<file path="config.mk">
export PLATFORM = sky130hd
export DESIGN_NAME = sercmd_bridge
export DESIGN_NICKNAME = d
export VERILOG_FILES = /design/src/rtl/sb_pkg.sv /design/src/rtl/sb_uart_rx.sv /design/src/rtl/sb_uart_tx.sv /design/src/rtl/sb_byteq.sv /design/src/rtl/sb_decoder.sv /design/src/rtl/sercmd_bridge.sv
export SDC_FILE = /design/constraint.sdc
export NUM_CORES = 1
export LEC_CHECK = 0
export CORE_MARGIN = 3
export CORE_UTILIZATION = 60
export DETAILED_ROUTE_END_ITERATION = 10
export HOLD_SLACK_MARGIN = 0.15
export MAX_ROUTING_LAYER = met4
export PLACE_DENSITY_LB_ADDON = 0.08
export SYNTH_ARGS = -nofsm -noshare
export SYNTH_HDL_FRONTEND = slang
export SYNTH_SLANG_ARGS = --single-unit
export TNS_END_PERCENT = 30
</file>
<file path="constraint.sdc">
create_clock -name clk -period 2.75 [get_ports clk]
set_input_delay 0.55 -clock clk [delete_from_list [all_inputs] [get_ports clk]]
set_output_delay 0.55 -clock clk [all_outputs]
set_load 0.02 [all_outputs]
</file>
<file path="src/rtl/sb_pkg.sv">
package sb_pkg;
   localparam logic [7:0] CMD_REG  = 8'h23;
   localparam logic [7:0] CMD_SYS  = 8'h24;
   localparam logic [7:0] SUB_WR   = 8'h57;
   localparam logic [7:0] SUB_RD   = 8'h52;
   localparam logic [7:0] SUB_ECHO = 8'h45;
   localparam logic [7:0] SUB_RST  = 8'h72;
   localparam logic [7:0] LEN_ECHO = 8'd4;
   localparam logic [7:0] LEN_RST  = 8'd1;

   typedef enum logic [3:0] {
      S_CMD, S_SCMD, S_LEN, S_ADDR, S_WDATA, S_RCNT,
      S_RISSUE, S_RWAIT, S_RSAMP, S_ECHO, S_SKIP, S_RSTB
   } dec_state_t;

   typedef enum logic [2:0] {OP_BAD, OP_WR, OP_RD, OP_ECHO, OP_RST} op_t;

   // Decide the packet kind once the length byte is known.
   function automatic op_t classify(input logic [7:0] c, input logic [7:0] s,
                                    input logic [7:0] l, input logic [7:0] ab);
      op_t k;
      k = OP_BAD;
      if (c == CMD_REG && s == SUB_WR && l > ab)                 k = OP_WR;
      else if (c == CMD_REG && s == SUB_RD && l == 8'(ab + 8'd1)) k = OP_RD;
      else if (c == CMD_REG && s == SUB_ECHO && l == LEN_ECHO)    k = OP_ECHO;
      else if (c == CMD_SYS && s == SUB_RST && l == LEN_RST)      k = OP_RST;
      return k;
   endfunction
endpackage

</file>
<file path="src/rtl/sb_uart_rx.sv">
module sb_uart_rx #(
   parameter int BIT_CYC     = 32,
   parameter int SYNC_STAGES = 2
) (
   input  logic       clk,
   input  logic       rst_n,
   input  logic       rx_i,
   output logic       vld_o,
   output logic [7:0] data_o
);
   localparam int CW   = $clog2(BIT_CYC);
   localparam int HALF = BIT_CYC / 2;

   logic rx_s;

   generate
      if (SYNC_STAGES == 0) begin : g_nosync
         assign rx_s = rx_i;
      end else if (SYNC_STAGES == 1) begin : g_sync1
         logic r1;
         always_ff @(posedge clk or negedge rst_n)
            if (!rst_n) r1 <= 1'b1;
            else        r1 <= rx_i;
         assign rx_s = r1;
      end else begin : g_syncn
         logic [SYNC_STAGES-1:0] sr;
         always_ff @(posedge clk or negedge rst_n)
            if (!rst_n) sr <= '1;
            else        sr <= {sr[SYNC_STAGES-2:0], rx_i};
         assign rx_s = sr[SYNC_STAGES-1];
      end
   endgenerate

   typedef enum logic [1:0] {RX_IDLE, RX_START, RX_DATA, RX_STOP} rx_st_t;
   rx_st_t        st;
   logic [CW-1:0] cnt;
   logic [2:0]    nbit;
   logic [7:0]    sh;

   always_ff @(posedge clk or negedge rst_n) begin
      if (!rst_n) begin
         st     <= RX_IDLE;
         cnt    <= '0;
         nbit   <= '0;
         sh     <= '0;
         vld_o  <= 1'b0;
         data_o <= '0;
      end else begin
         vld_o <= 1'b0;
         unique case (st)
            RX_IDLE: begin
               cnt <= '0;
               if (!rx_s) st <= RX_START;
            end
            RX_START: begin
               if (cnt == CW'(HALF - 1)) begin
                  cnt  <= '0;
                  nbit <= '0;
                  st   <= rx_s ? RX_IDLE : RX_DATA;
               end else cnt <= cnt + 1'b1;
            end
            RX_DATA: begin
               if (cnt == CW'(BIT_CYC - 1)) begin
                  cnt  <= '0;
                  sh   <= {rx_s, sh[7:1]};
                  nbit <= nbit + 1'b1;
                  if (nbit == 3'd7) st <= RX_STOP;
               end else cnt <= cnt + 1'b1;
            end
            RX_STOP: begin
               if (cnt == CW'(BIT_CYC - 1)) begin
                  cnt <= '0;
                  st  <= RX_IDLE;
                  if (rx_s) begin
                     vld_o  <= 1'b1;
                     data_o <= sh;
                  end
               end else cnt <= cnt + 1'b1;
            end
            default: st <= RX_IDLE;
         endcase
      end
   end
endmodule

</file>
<file path="src/rtl/sb_uart_tx.sv">
module sb_uart_tx #(
   parameter int BIT_CYC = 32
) (
   input  logic       clk,
   input  logic       rst_n,
   input  logic       go_i,
   input  logic [7:0] data_i,
   output logic       tx_o,
   output logic       busy_o
);
   localparam int CW = $clog2(BIT_CYC);

   logic [9:0]    sh;
   logic [CW-1:0] cnt;
   logic [3:0]    nleft;

   always_ff @(posedge clk or negedge rst_n) begin
      if (!rst_n) begin
         sh     <= '1;
         cnt    <= '0;
         nleft  <= '0;
         tx_o   <= 1'b1;
         busy_o <= 1'b0;
      end else if (!busy_o) begin
         if (go_i) begin
            sh     <= {1'b1, data_i, 1'b0};
            tx_o   <= 1'b0;
            busy_o <= 1'b1;
            cnt    <= '0;
            nleft  <= 4'd9;
         end
      end else if (cnt == CW'(BIT_CYC - 1)) begin
         cnt <= '0;
         if (nleft == 4'd0) busy_o <= 1'b0;
         else begin
            tx_o  <= sh[1];
            sh    <= {1'b1, sh[9:1]};
            nleft <= nleft - 1'b1;
         end
      end else cnt <= cnt + 1'b1;
   end
endmodule

</file>
<file path="src/rtl/sb_byteq.sv">
module sb_byteq #(
   parameter int DEPTH = 16
) (
   input  logic       clk,
   input  logic       rst_n,
   input  logic       flush_i,
   input  logic       push_i,
   input  logic [7:0] pdata_i,
   input  logic       pop_i,
   output logic [7:0] head_o,
   output logic       empty_o,
   output logic       full_o
);
   localparam int AW = $clog2(DEPTH);

   logic [7:0]  mem [DEPTH];
   logic [AW:0] wp, rp;

   assign empty_o = (wp == rp);
   assign full_o  = (wp[AW] != rp[AW]) && (wp[AW-1:0] == rp[AW-1:0]);
   assign head_o  = mem[rp[AW-1:0]];

   always_ff @(posedge clk or negedge rst_n) begin
      if (!rst_n) begin
         wp <= '0;
         rp <= '0;
      end else if (flush_i) begin
         wp <= '0;
         rp <= '0;
      end else begin
         if (push_i && !full_o) wp <= wp + 1'b1;
         if (pop_i && !empty_o) rp <= rp + 1'b1;
      end
   end

   always_ff @(posedge clk)
      if (push_i && !full_o) mem[wp[AW-1:0]] <= pdata_i;
endmodule

</file>
<file path="src/rtl/sb_decoder.sv">
module sb_decoder
   import sb_pkg::*;
#(
   parameter int ADDR_W = 32,
   parameter int IDX_W  = 8
) (
   input  logic              clk,
   input  logic              rst_n,
   input  logic              rx_vld_i,
   input  logic [7:0]        rx_data_i,
   input  logic              q_full_i,
   output logic              q_push_o,
   output logic [7:0]        q_data_o,
   output logic              srst_o,
   output logic [ADDR_W-1:0] bus_addr_o,
   output logic [IDX_W-1:0]  bus_idx_o,
   output logic [7:0]        bus_wdata_o,
   output logic              bus_wr_o,
   output logic              bus_rd_o,
   input  logic [7:0]        bus_rdata_i
);
   localparam int         AB   = ADDR_W / 8;
   localparam int         ABW  = (AB > 1) ? $clog2(AB) : 1;
   localparam logic [7:0] AB8  = 8'(AB);

   dec_state_t     st;
   op_t            op, op_c;
   logic [7:0]     cmd, scmd, rem, rcnt;
   logic [ABW-1:0] abyte;

   assign op_c = classify(cmd, scmd, rx_data_i, AB8);

   always_comb begin
      q_push_o = 1'b0;
      q_data_o = rx_data_i;
      if (st == S_RSAMP) begin
         q_push_o = 1'b1;
         q_data_o = bus_rdata_i;
      end else if (st == S_ECHO && rx_vld_i && !q_full_i) begin
         q_push_o = 1'b1;
      end
   end

   always_ff @(posedge clk or negedge rst_n) begin
      if (!rst_n) begin
         st          <= S_CMD;
         op          <= OP_BAD;
         cmd         <= '0;
         scmd        <= '0;
         rem         <= '0;
         rcnt        <= '0;
         abyte       <= '0;
         srst_o      <= 1'b0;
         bus_addr_o  <= '0;
         bus_idx_o   <= '0;
         bus_wdata_o <= '0;
         bus_wr_o    <= 1'b0;
         bus_rd_o    <= 1'b0;
      end else begin
         bus_wr_o <= 1'b0;
         bus_rd_o <= 1'b0;
         srst_o   <= 1'b0;
         if (bus_wr_o) bus_idx_o <= bus_idx_o + 1'b1;
         unique case (st)
            S_CMD:  if (rx_vld_i) begin cmd  <= rx_data_i; st <= S_SCMD; end
            S_SCMD: if (rx_vld_i) begin scmd <= rx_data_i; st <= S_LEN;  end
            S_LEN: if (rx_vld_i) begin
               op    <= op_c;
               rem   <= rx_data_i;
               abyte <= '0;
               unique case (op_c)
                  OP_WR, OP_RD: st <= S_ADDR;
                  OP_ECHO:      st <= S_ECHO;
                  OP_RST:       st <= S_RSTB;
                  default:      st <= (rx_data_i == 8'd0) ? S_CMD : S_SKIP;
               endcase
            end
            S_ADDR: if (rx_vld_i) begin
               bus_addr_o[abyte*8 +: 8] <= rx_data_i;
               abyte <= abyte + 1'b1;
               rem   <= rem - 1'b1;
               if (abyte == ABW'(AB - 1)) begin
                  bus_idx_o <= '0;
                  st <= (op == OP_WR) ? S_WDATA : S_RCNT;
               end
            end
            S_WDATA: if (rx_vld_i) begin
               bus_wr_o    <= 1'b1;
               bus_wdata_o <= rx_data_i;
               rem         <= rem - 1'b1;
               if (rem == 8'd1) st <= S_CMD;
            end
            S_RCNT: if (rx_vld_i) begin
               rcnt <= rx_data_i;
               st   <= (rx_data_i == 8'd0) ? S_CMD : S_RISSUE;
            end
            S_RISSUE: if (!q_full_i) begin
               bus_rd_o <= 1'b1;
               st       <= S_RWAIT;
            end
            S_RWAIT: st <= S_RSAMP;
            S_RSAMP: begin
               bus_idx_o <= bus_idx_o + 1'b1;
               rcnt      <= rcnt - 1'b1;
               st        <= (rcnt == 8'd1) ? S_CMD : S_RISSUE;
            end
            S_ECHO, S_SKIP: if (rx_vld_i) begin
               rem <= rem - 1'b1;
               if (rem == 8'd1) st <= S_CMD;
            end
            S_RSTB: if (rx_vld_i) begin
               srst_o <= 1'b1;
               st     <= S_CMD;
            end
            default: st <= S_CMD;
         endcase
         if (srst_o) begin
            st         <= S_CMD;
            bus_idx_o  <= '0;
            bus_addr_o <= '0;
         end
      end
   end
endmodule

</file>
<file path="src/rtl/sercmd_bridge.sv">
module sercmd_bridge #(
   parameter int BIT_CYC     = 32,
   parameter int ADDR_W      = 32,
   parameter int IDX_W       = 8,
   parameter int Q_DEPTH     = 16,
   parameter int SYNC_STAGES = 2
) (
   input  logic              clk,
   input  logic              rst_n,
   input  logic              rx_i,
   output logic              tx_o,
   output logic [ADDR_W-1:0] bus_addr_o,
   output logic [IDX_W-1:0]  bus_idx_o,
   output logic [7:0]        bus_wdata_o,
   output logic              bus_wr_o,
   output logic              bus_rd_o,
   input  logic [7:0]        bus_rdata_i
);
   generate
      if (BIT_CYC < 4) begin : g_bad_bit
         $error("BIT_CYC must be at least 4");
      end
      if (ADDR_W % 8 != 0 || ADDR_W < 8 || ADDR_W > 64) begin : g_bad_addr
         $error("ADDR_W must be a whole number of bytes, 8 to 64");
      end
      if (IDX_W < 8) begin : g_bad_idx
         $error("IDX_W must hold an 8-bit count");
      end
      if (Q_DEPTH < 4 || (Q_DEPTH & (Q_DEPTH - 1)) != 0) begin : g_bad_q
         $error("Q_DEPTH must be a power of two, at least 4");
      end
   endgenerate

   logic       rx_vld, q_push, q_full, q_empty, tx_busy, tx_go, srst;
   logic [7:0] rx_data, q_data, q_head;

   assign tx_go = !tx_busy && !q_empty;

   sb_uart_rx #(.BIT_CYC(BIT_CYC), .SYNC_STAGES(SYNC_STAGES)) u_rx (
      .clk(clk), .rst_n(rst_n), .rx_i(rx_i), .vld_o(rx_vld), .data_o(rx_data)
   );

   sb_decoder #(.ADDR_W(ADDR_W), .IDX_W(IDX_W)) u_dec (
      .clk(clk), .rst_n(rst_n), .rx_vld_i(rx_vld), .rx_data_i(rx_data),
      .q_full_i(q_full), .q_push_o(q_push), .q_data_o(q_data), .srst_o(srst),
      .bus_addr_o(bus_addr_o), .bus_idx_o(bus_idx_o), .bus_wdata_o(bus_wdata_o),
      .bus_wr_o(bus_wr_o), .bus_rd_o(bus_rd_o), .bus_rdata_i(bus_rdata_i)
   );

   sb_byteq #(.DEPTH(Q_DEPTH)) u_q (
      .clk(clk), .rst_n(rst_n), .flush_i(srst), .push_i(q_push), .pdata_i(q_data),
      .pop_i(tx_go), .head_o(q_head), .empty_o(q_empty), .full_o(q_full)
   );

   sb_uart_tx #(.BIT_CYC(BIT_CYC)) u_tx (
      .clk(clk), .rst_n(rst_n), .go_i(tx_go), .data_i(q_head),
      .tx_o(tx_o), .busy_o(tx_busy)
   );
endmodule

</file>
# Word-level counts from Yosys, hierarchy flattened
# Memories as Yosys holds them, arrays and structs flattened.
# Index checks and enable logic that the tools add are counted.
word_totals:
  out_inout_bits: 51
  in_bits: 11
  mem_bits_rw: 128
  word_cells: 235
  memories: 1
  regBits: 152
classes:
  shift: 2
  reduce_logical: 48
  n_eq_ne: 59
  add_sub_neg: 11
  magnitude_cmp: 1
  n_mux: 86
mem_list:
  columns: ["memory", "depth", "word_bits", "rd", "rd_ports_with_merged_regs", "wr", "line", "rtl"]
  rows:
  - ["u_q.mem", 16, 8, 1, 0, 1, "sb_byteq.sv:16", "logic [7:0] mem [DEPTH];"]
ops:
  columns: ["cell", "n"]
  rows:
  - ["two-way mux 32 bit", 3]
  - ["two-way mux 4 bit", 16]
  - ["two-way mux 8 bit", 7]
  - ["one-hot mux 8 bit (2 select lines)", 3]
  - ["two-way mux 5 bit", 9]
  - ["two-way mux 10 bit", 4]
  - ["one-hot mux 4 bit (10 select lines)", 1]
  - ["negation 5 -> 34 bit", 1]
  - ["variable shift 8 x 34 -> 32 bit, first input constant", 1]
  - ["indexed part select 8 x 34 -> 32 bit", 1]
  - ["bitwise mux 32 bit", 1]
  - ["== test 8 x 7 -> 1 bit, second input constant", 4]
  - ["== test 8 x 1 -> 1 bit, second input constant", 3]
  - ["two-way mux 3 bit", 8]
  - ["two-way mux 1 bit", 21]
  - ["adder 5 x 1 -> 5 bit, second input constant", 4]
  - ["!= test 3 x 2 -> 1 bit, second input constant", 6]
  - ["nonzero test 2 bit", 9]
  - ["== test 4 x 3 -> 1 bit, second input constant", 4]
  - ["== test 4 bit, second input constant", 4]
  - ["== test 8 x 3 -> 1 bit, second input constant", 2]
  - ["== test 8 x 6 -> 1 bit, second input constant", 2]
  - ["two-way mux 2 bit", 8]
  - ["subtractor 8 x 1 -> 8 bit, second input constant", 2]
  - ["other kinds (38)", 83]

# Longest topological paths before layout
# Gate-level depths: netlist of run 1.
logic_depth:
  ltp_word: 13
  ltp_mapped: 8
  ltp_nobuf: 8

# Modules after synthesis
# A second synthesis of run 1 with hierarchy kept.
hier_totals:
  hier_cells: 1016
  area_unflattened_um2: 12917.4
modules_own_cells:
  columns: ["module", "area_per_inst_um2", "cells_per_inst", "seq_area_each_um2", "instances"]
  rows:
  - ["sb_byteq", 5753.0, 328, 4093.9, 1]
  - ["sb_decoder", 4907.2, 515, 2302.2, 1]
  - ["sb_uart_rx", 1234.9, 93, 728.2, 1]
  - ["sb_uart_tx", 1018.5, 79, 486.7, 1]
  - ["sercmd_bridge", 3.8, 1, 0.0, 1]

# Worst setup path after synthesis of run 1
# No wires, ideal clock.
synth_path:
  path_type: "reg-to-reg"
  start: "register u_dec.st[2]"
  end: "memory u_q.mem[15][0] (enable)"
  setup_slack_ns: 0.556
  path_buffers: 1
  t_arrival_ns: 1.806
  stages_incl_launch_ff: 4
  period_less_slack_ns: 2.194
  required_time_ns: 2.362
  setup_time_ns: 0.388
  path_cell_list: "dfrtp_1 clkbuf_1 or3_1 a2111oi_2"
synth_between:
  elab_chain_cells: 8
  elab_cells_between_ends: 9
  classes_between: "eq/ne (2); mux (4); reduce/logical (3)"
synth_rtl:
  columns: ["item", "line", "rtl"]
  rows:
  - ["start: declaration", "sb_decoder.sv:26", "dec_state_t st;"]
  - ["start signal: assignment", "sb_decoder.sv:75", "default: st <= (rx_data_i == 8'd0) ? S_CMD : S_SKIP;"]
  - ["start signal: assignment", "sb_decoder.sv:84", "st <= (op == OP_WR) ? S_WDATA : S_RCNT;"]
  - ["start signal: assignment", "sb_decoder.sv:95", "st <= (rx_data_i == 8'd0) ? S_CMD : S_RISSUE;"]
  - ["== test 4 bit", "sb_decoder.sv:39", "end else if (st == S_ECHO && rx_vld_i && !q_full_i) begin"]
  - ["logical AND 1 bit (2 in a row)", "sb_decoder.sv:39", null]
  - ["two-way mux 1 bit", "sb_decoder.sv:39", null]
  - ["two-way mux 1 bit (*)", "sb_decoder.sv:36", "if (st == S_RSAMP) begin"]
  - ["logical AND 1 bit (*)", "sb_byteq.sv:37", "if (push_i && !full_o) mem[wp[AW-1:0]] <= pdata_i;"]
  - ["two-way mux 1 bit (*)", "sb_byteq.sv:37", null]
  - ["two-way mux 1 bit (implied by the code) (*)", "sb_byteq.sv:37", null]
  - ["end: declaration", "sb_byteq.sv:16", null]
# Mark *: on every way between the ends. The rest lies on a longest branch, timed or not.

# Worst setup path after layout of run 1
layout_path:
  start: "register u_dec.st[2]"
  end: "memory u_q.mem[2][7] (enable)"
# Same word-level chain as after synthesis.

==> impl_metrics.json, run 1 <==
{
  "pwr-share-seq": 0.512,
  "period_minus_slack_ns": 2.48,
  "post_drt_wl_per_cell_um": 21.5,
  "r2r-end": "u_q.mem[2][7]",
  "finalCritPeriodShare": 0.901,
  "final_cell_mix": "dfrtp_1, edfxtp_1, nand2_1",
  "min_path_cells": 0,
  "synthFlopType": "dfrtp_1",
  "die-area_mm2": 0.0227,
  "clkLatencyLatePin_ns": 0.54,
  "drt-pass1-iter-count": 5,
  "internal_power_mw": 6.77,
  "slew_headroom": 0.318,
  "cp_common_cell": "nor3_1",
  "nNetsFinal": 1057,
  "start_util": 0.615,
  "yosys.cell_types.count": 73,
  "synth_area_leader_cell": "edfxtp_1",
  "r2r_setup_slack_ns": 0.27,
  "crit_path_max_incr_delay_ns": 0.63,
  "cp_slowest_cell": "dfrtp_1",
  "critical_path_arrival_ns": 2.67,
  "synth.area.top_cells": "edfxtp_1, dfrtp_1, mux4_1",
  "die_y_um": 151,
  "cts_buffers": 29,
  "syn_nets": 973,
  "antenna_cells": 0,
  "peakVddDrop_uv": 490,
  "synthArstFlopShare": 0.540,
  "rsz0062_at_grt": "false",
  "power_density_mw_per_mm2": 589,
  "setup_tns_ns": 0,
  "drv_cap": 0,
  "avgSynthCellArea_um2": 13.5,
  "syn_area_mm2": 0.0126,
  "syn_to_final_growth_pct": 15.8,
  "ff2ff_path_depth": 4,
  "p_comb_frac": 0.036,
  "ios": 62,
  "mostFrequentLayoutCell": "dfrtp_1",
  "cts_tree": "yes",
  "track_usage": 0.264,
  "yosys_warnings": 0,
  "wl_um": 28200,
  "syn_inst": 934,
  "p_leak_nw": 5.45,
  "grt-ovfl-total": 0,
  "worst_pin_slew_ns": 1.02,
  "critical_path.max_fanout": 23,
  "ys_seq_area_frac": 0.606,
  "fmax_ghz": 0.404,
  "synth-edff-count": 128,
  "worst-setup-path-type": "reg -> reg",
  "hold_violations": 0,
  "grt_max_degree": 66,
  "clock-skew-final_ns": 0.0111,
  "place_hpwl_um": 18900,
  "drc": 0,
  "required_ns": 2.94,
  "clk_path_buf_depth": 3,
  "crit_path_end_kind": "register",
  "grt_pass1_vias": 8194,
  "ant_nets": 0,
  "root_buffer": "clkbuf_16",
  "status": "finished clean",
  "clkTransAtPathRegs_ns": 0.06,
  "maxSlewViolCount": 0,
  "num_vias": 8008,
  "cts.repair.resized": 0,
  "die_x_um": 151,
  "drt-initial-drc-count": 644,
  "path_cells": "nor3_1 -> o21ai_0 -> nor3_1 -> and2_1",
  "coreArea_mm2": 0.0204,
  "synth_top_area_frac": 0.306,
  "cts.sinks": 278,
  "start_kind": "register",
  "switching_power_mw": 1.80,
  "hold_path_end": "u_rx.g_syncn.sr[1]",
  "synth_seq_cells": 278,
  "row_count": 52,
  "cts_htree_levels": 1,
  "drive_above_1_share": 0.159,
  "hp-start": "u_rx.g_syncn.sr[0]",
  "post-place-ws_ns": 0.379,
  "rr_startpoint": "u_dec.st[2]",
  "gp_congestion": 0.889,
  "hp-class": "reg -> reg",
  "finalWorstSetupSlack_ns": 0.273,
  "clockPowerShare": 0.451,
  "grt_pass1_wl_um": 45000,
  "via_per_inst": 6.11,
  "port_buffers": 61,
  "p_sw_frac": 0.210,
  "finalSetupViolCount": 0,
  "antenna_found_initial": 0
}
sequential cells by signal, indices dropped and copies added, names as in the netlist, 5 cells and up, named ones only:
| register | flops |
|---|---|
| u_dec.cmd | 8 |
| u_rx.cnt | 5 |
| u_tx.sh | 8 |
| u_dec.scmd | 8 |
| u_tx.cnt | 5 |
| u_dec.rem | 8 |
| u_q.mem | 128 |
| u_rx.sh | 8 |
| u_dec.bus_wdata_o | 8 |
| u_dec.bus_addr_o | 32 |
| u_q.rp | 5 |
| u_dec.bus_idx_o | 8 |
| u_dec.rcnt | 8 |
| u_rx.data_o | 8 |
| u_q.wp | 5 |
logic make-up after synthesis:
| kind of cell | share of synthesized area |
|---|---|
| XOR/XNOR | 0.0146 |
| flip-flops | 0.606 |
| AND/OR/NAND/NOR | 0.113 |
| AO/OA/AOI/OAI | 0.0879 |
| buffers and inverters | 0.0298 |
| multiplexers | 0.121 |
| adder cells (fa/ha/maj) | 0.0279 |
synthesized netlist by cell type, types with 14 or more instances:
master and count:
inv_1 36, clkbuf_1 26, mux2_2 40, nand2_1 99
a22o_1 18, ha_1 28, mux4_2 19, a21oi_1 26
dfrtp_1 139, and3_1 22, and2_1 14, nor3_1 19
o21ai_0 36, nor2_1 41, edfxtp_1 128, xnor2_1 17
mux4_1 21, nand3_1 25
layer usage:
metal | routed length [um] | global-route usage | vias to the layer above
li1 | - | - | 3692
met4 | 881 | 0.0834 | 0
met1 | 12000 | 0.344 | 4027
met2 | 14100 | 0.440 | 222
met3 | 1220 | 0.0331 | 67
met5 | 0 | - | -
power groups by stage:
stage / Sequential, mW / Clock (mW) / Combinational [mW]
after floorplan: 4.46 / 0 / 0.178
after global placement: 4.47 / 0 / 0.294
after detailed placement: 4.47 / 0 / 0.299
after CTS: 4.39 / 3.92 / 0.312
after global routing: 4.39 / 4.09 / 0.347
final: 4.39 / 3.87 / 0.311
critical path: cells and delay by family (launching register included):
kind / cells / cell delay [ns]
AOI/OAI and AO/OA: 1 / 0.27
DFF: 1 / 0.63
and+or+nand+nor: 3 / 1.24
how the worst max path moves through the flow:
stage           startpoint              endpoint  slack [ns]
3_5_place_dp   u_dec.st[2]   u_dec.bus_addr_o[9]        0.38
4_1_cts          u_q.rp[4]         u_q.mem[2][7]        0.33
6_report       u_dec.st[2]         u_q.mem[2][7]        0.27
5_1_grt        u_dec.st[2]   u_dec.bus_addr_o[8]        0.05
2_1_floorplan  u_dec.st[2]        u_q.mem[15][0]        0.56
3_3_place_gp   u_dec.st[2]  u_dec.bus_addr_o[14]        0.43
stage by stage:
stage          hold WS, ns  utilization  std cells  area (um2)  power, mW
4_1_cts              0.359        0.712       1310       14500       8.62
3_5_place_dp         0.351        0.665       1256       13600       4.77
5_1_grt              0.363        0.712       1310       14500       8.83
3_3_place_gp         0.349        0.665       1256       13600       4.76
6_report             0.358        0.712       1310       14500       8.57
2_1_floorplan        0.254            -        934       12600       4.64
final cells by class:
cell class | count | area, um2
Tap cell | 270 | 338
Clock buffer | 38 | 790
Timing Repair Buffer | 99 | 937
Clock inverter | 15 | 159
Multi-Input combinational cell | 574 | 4580
Sequential cell | 278 | 7610
Fill cell | 1370 | 5880
Inverter | 36 | 135
timing repair:
item | 4_1_cts | 5_1_grt
buffers inserted | 0 | 0
endpoints found under the hold margin | 19 | 0
hold buffers | 1 | 0
(Power assumes the default switching activity.)
==> run 2, diff against run 1 <==
SLEW_MARGIN = 10   (was unset)
==> results of run 2 <==
No change in the layout: final DEF, timing and power equal those of run 1.
